==> config.mk <==
export PLATFORM = sky130hd
export DESIGN_NAME = dram_cycle_ctrl
export DESIGN_NICKNAME = d
export VERILOG_FILES = /design/src/rtl/dram_emu_pkg.sv /design/src/rtl/dram_cycle_ctrl.sv
export SDC_FILE = /design/constraint.sdc
export NUM_CORES = 1
export LEC_CHECK = 0
export BUFFER_PORTS_ARGS = -buffer_cell sky130_fd_sc_hd__buf_2
export CORE_MARGIN = 3
export CORE_UTILIZATION = 45
export CTS_CLUSTER_DIAMETER = 200
export DETAILED_ROUTE_END_ITERATION = 8
export PLACE_DENSITY = 0.86
export SLEW_MARGIN = 20
export SYNTH_ARGS = -nofsm -noshare
export SYNTH_HDL_FRONTEND = slang
export SYNTH_SLANG_ARGS = --single-unit
==> constraint.sdc <==
create_clock -name clk -period 1.8 [get_ports clk]
set_input_delay 0.18 -clock clk [delete_from_list [all_inputs] [get_ports clk]]
set_output_delay 0.18 -clock clk [all_outputs]
set_load 0.05 [all_outputs]
==> src/rtl/dram_emu_pkg.sv <==
package dram_emu_pkg;

  typedef struct packed {
    logic ras;
    logic cas;
    logic we;
  } strobe_t;

  localparam strobe_t STROBE_IDLE = '{ras: 1'b1, cas: 1'b1, we: 1'b1};

endpackage

==> src/rtl/dram_cycle_ctrl.sv <==
module dram_cycle_ctrl
  import dram_emu_pkg::*;
#(
  parameter int ADDR_W    = 11,
  parameter int ROW_IDX_W = 3,
  parameter int COL_IDX_W = 3,
  localparam int IDX_W    = ROW_IDX_W + COL_IDX_W
) (
  input  logic              clk,
  input  logic              rst_n,
  input  strobe_t           cur,
  input  strobe_t           prev,
  input  logic              oe_n,
  input  logic [ADDR_W-1:0] addr,
  input  logic [ADDR_W-1:0] cbr_row,
  output logic              cbr_inc,
  output logic              wr_en,
  output logic              rd_en,
  output logic [IDX_W-1:0]  cell_idx,
  output logic              ref_pulse,
  output logic [ADDR_W-1:0] ref_row
);

  logic                 is_cbr_q, is_cbr_d;
  logic                 colv_q, colv_d;
  logic [ROW_IDX_W-1:0] row_q, row_d;
  logic [COL_IDX_W-1:0] col_q, col_d, col_sel;
  logic                 pulse_q;
  logic [ADDR_W-1:0]    rrow_q, rrow_d;

  logic ras_fall, cas_fall, we_fall, cbr_start, cbr_eff, cas_hit, colv_eff, access_ok;

  always_comb begin
    ras_fall  = prev.ras & ~cur.ras;
    cas_fall  = prev.cas & ~cur.cas;
    we_fall   = prev.we  & ~cur.we;
    cbr_start = ras_fall & ~cur.cas;
    cbr_eff   = is_cbr_q | cbr_start;
    cas_hit   = cas_fall & ~cur.ras & ~cbr_eff;
    colv_eff  = cas_hit | (colv_q & ~cur.cas);
    col_sel   = cas_hit ? addr[COL_IDX_W-1:0] : col_q;
    access_ok = ~cur.ras & ~cur.cas & ~cbr_eff & colv_eff;

    wr_en    = access_ok & ~cur.we & (cas_hit | we_fall);
    rd_en    = access_ok & cur.we & ~oe_n;
    cell_idx = {row_q, col_sel};
    cbr_inc  = cbr_start;

    is_cbr_d = is_cbr_q;
    if (cur.ras && cur.cas) is_cbr_d = 1'b0;
    else if (ras_fall)      is_cbr_d = cbr_start;

    colv_d = colv_q;
    if (cur.cas)      colv_d = 1'b0;
    else if (cas_hit) colv_d = 1'b1;

    row_d = row_q;
    if (ras_fall && !cbr_start) row_d = addr[ROW_IDX_W-1:0];

    col_d = col_sel;

    rrow_d = rrow_q;
    if (ras_fall) rrow_d = cbr_start ? cbr_row : addr;
  end

  always_ff @(posedge clk or negedge rst_n) begin
    if (!rst_n) begin
      is_cbr_q <= 1'b0;
      colv_q   <= 1'b0;
      row_q    <= '0;
      col_q    <= '0;
      pulse_q  <= 1'b0;
      rrow_q   <= '0;
    end else begin
      is_cbr_q <= is_cbr_d;
      colv_q   <= colv_d;
      row_q    <= row_d;
      col_q    <= col_d;
      pulse_q  <= ras_fall;
      rrow_q   <= rrow_d;
    end
  end

  assign ref_pulse = pulse_q;
  assign ref_row   = rrow_q;

endmodule

==> impl_metrics.csv <==
group,metric,value,unit
final_layout,fillCellCount,140,
place,place_ws,0.266,ns
power_and_ir_drop,power.density,1020,nW/µm²
final_layout,final_net_count,164,
clock_network,cts_buffers,3,
logic_synthesis,avgSynthCellArea,11.6,µm²
worst_setup_path,required,1.62,ns
route,dr.pass1.iters,4,
logic_synthesis,syn_area,906,µm²
final_layout,layout_commonest_cell,"buf_2",
hold_path,min_path_cells,2,
place,place_congestion,0.710,
power_and_ir_drop,power_leakage,0.678,nW
clock_network,clock-root-buffer,"clkbuf_4",
clock_network,cts_tree,"done",
logic_synthesis,ys_seq_area_share,55.2,%
power_and_ir_drop,max-vdd-ir-drop,0.000681,V
power_and_ir_drop,p_int,0.000792,W
timing,skew,0.00937,ns
power_and_ir_drop,power.total,0.00130,W
timing,hold_violations,0,
power_and_ir_drop,switching_share,39.0,%
worst_setup_path,crit_type,"flip-flop to primary output",
final_layout,regArea,500,µm²
worst_setup_path,worstPathArrival,1.58,ns
timing,worst_pin_slew,0.436,ns
timing,rsz0062_at_grt,"true",
route,wire_per_inst,13.4,µm
floorplan,die_area,2590,µm²
clock_network,cts_buffer_depth,2,
clock_network,insertion_delay,0.30,ns
clock_network,htree_levels,1,
final_layout,diodes,0,
clock_network,cts_setup_buffers,0,
floorplan,die_x,50.9,µm
final_layout,multiInputGateArea,389,µm²
final_layout,final_cell_mix,"buf_2, dfrtp_1, nand2_1, o21ai_0, mux2i_1",
logic_synthesis,yosysWarnings,0,
place,placed_area,1200,µm²
hold_path,hp-class,"primary input to flip-flop",
timing,post-route-min-period,1.76,ns
power_and_ir_drop,combPwrFrac,38.2,%
timing,max_freq,569,MHz
floorplan,die_h,50.9,µm
global_route,antenna_found_initial,0,
route,viasPerCell,4.87,
worst_setup_path,cp_max_fo,4,
floorplan,rows,15,
route,drt_wl_total,2100,µm
worst_setup_path,critPathLaunchType,"flip-flop",
global_route,grt_max_degree,23,
logic_synthesis,synthesis.nets,109,
final_layout,post-route-util,69.7,%
power_and_ir_drop,pwr-share-seq,42.3,%
route,first_iter_violations,9,
clock_network,path_clk_slew,0.11,ns
timing,drv_slew,0,
floorplan,design.core.area,1820,µm²
global_route,grt_pass1_vias,738,
logic_synthesis,syn_inst,78,
route,antenna_left,0,
final_layout,synthToLayoutAreaGrowth,40.1,%
global_route,grt_use_total,17.1,%
route,vias,765,
final_layout,postLayoutCellArea,1270,µm²
clock_network,cts.sink_count,20,
logic_synthesis,synth-seq-cells,20,
global_route,grt_pass1_wl,3310,µm
status,status,"complete, no violations",
logic_synthesis,ys_types,20,
run,cap_violations,0,
timing,finalSetupViolCount,0,
floorplan,start_util,49.8,%
timing,fin_crit_sh,97.6,%
global_route,grt_overflow_total,0,
power_and_ir_drop,clkPwrFrac,19.5,%
power_and_ir_drop,p_sw,0.000507,W
worst_setup_path,crit_path_end_kind,"primary output",
timing,fin_ws,0.0441,ns
final_layout,drive_gt1_share,51.5,%
timing,max-slew-margin-rel,70.9,%
floorplan,io_pins,52,
place,hpwl,1580,µm
route,drc,0,
place,port_buffers,51,
worst_setup_path,r2r_cells,3,
==> area by class of cell <==
| cell class | instances | area share (%) |
|---|---|---|
| Timing Repair Buffer | 54 | 24.0 |
| Tap cell | 25 | 2.47 |
| Multi-Input combinational cell | 52 | 30.7 |
| Sequential cell | 20 | 39.4 |
| Inverter | 2 | 0.592 |
| Clock buffer | 4 | 2.86 |
==> synthesized netlist by cell type <==
cell type	instances	area, µm²
mux2_4	3	45.0
clkbuf_1	1	3.75
o21ai_1	1	5.00
inv_1	2	7.51
nand2b_1	2	12.5
mux2_2	3	33.8
buf_6	1	11.3
nor4_4	1	21.3
o22ai_1	1	6.26
dfrtp_1	20	500
nor2_1	1	3.75
nor3b_1	2	15.0
buf_2	1	5.00
nand2_2	1	6.26
nor3_1	1	5.00
nand2_1	12	45.0
o21ai_0	12	60.1
a21oi_1	1	5.00
buf_1	1	3.75
mux2i_1	11	110
==> stage by stage <==
stage | std cells | setup TNS [ns] | hold slack, ns
6_report | 157 | 0 | 0.150
5_1_grt | 157 | -0.208 | 0.133
4_1_cts | 157 | 0 | 0.138
3_5_place_dp | 152 | 0 | 0.146
3_3_place_gp | 152 | 0 | 0.143
2_1_floorplan | 78 | 0 | -0.116
==> power by group through the flow <==
stage | Combinational (W) | Sequential, W | Clock, W
after floorplan | 0.000170 | 0.000727 | 0
after detailed placement | 0.000473 | 0.000557 | 0
after CTS | 0.000486 | 0.000550 | 0.000260
after global placement | 0.000462 | 0.000555 | 0
final | 0.000496 | 0.000549 | 0.000254
after global routing | 0.000524 | 0.000556 | 0.000282
==> metal layers <==
layer / vias to the layer above / global-route usage [%] / wire, µm
met1: 351 / 21.1 / 889
met3: 2 / 3.21 / 134
met5: - / 0 / 0
met4: 0 / 6.73 / 12
met2: 30 / 29.3 / 1060
li1: 382 / - / -
==> cell families (layout without fill, tap and decap cells) <==
kind of cell / count (synthesis) / in the layout / share of synthesized area, %
AOI/OAI and AO/OA: 15 / 15 / 8.43
buffers and inverters: 6 / 60 / 3.45
DFF: 20 / 20 / 55.2
muxes: 17 / 17 / 20.9
and+or+nand+nor: 20 / 20 / 12.0
==> worst paths after layout <==
path / to / start / slack, ns
max: cell_idx[2] / is_cbr_q / 0.04
min: row_q[0] / addr[0] / 0.15
max reg2reg: col_q[2] / is_cbr_q / 0.57
min reg2reg: ref_row[7] / ref_row[7] / 0.49
max in group asynchronous: ref_row[7] / rst_n / 1.13
min in group asynchronous: col_q[1] / rst_n / 0.36
==> critical path: stages (launching register included) <==
cell     delay, ns
dfrtp_1       0.44
nor4_4        0.21
nand2_2       0.15
mux2_4        0.33
buf_6         0.16
==> state kept, by name (all words and copies together) (netlist names) <==
signal     flops
col_q          3
colv_q         1
is_cbr_q       1
ref_pulse      1
ref_row       11
row_q          3
==> repair_timing <==
action,CTS,global route
gates cloned,0,0
endpoints found under the setup margin,5,5
hold buffers,1,0
pin swaps,1,0
gates resized for setup,3,5
endpoints found under the hold margin,20,0
Note: power is estimated with default switching activity, not from simulation.
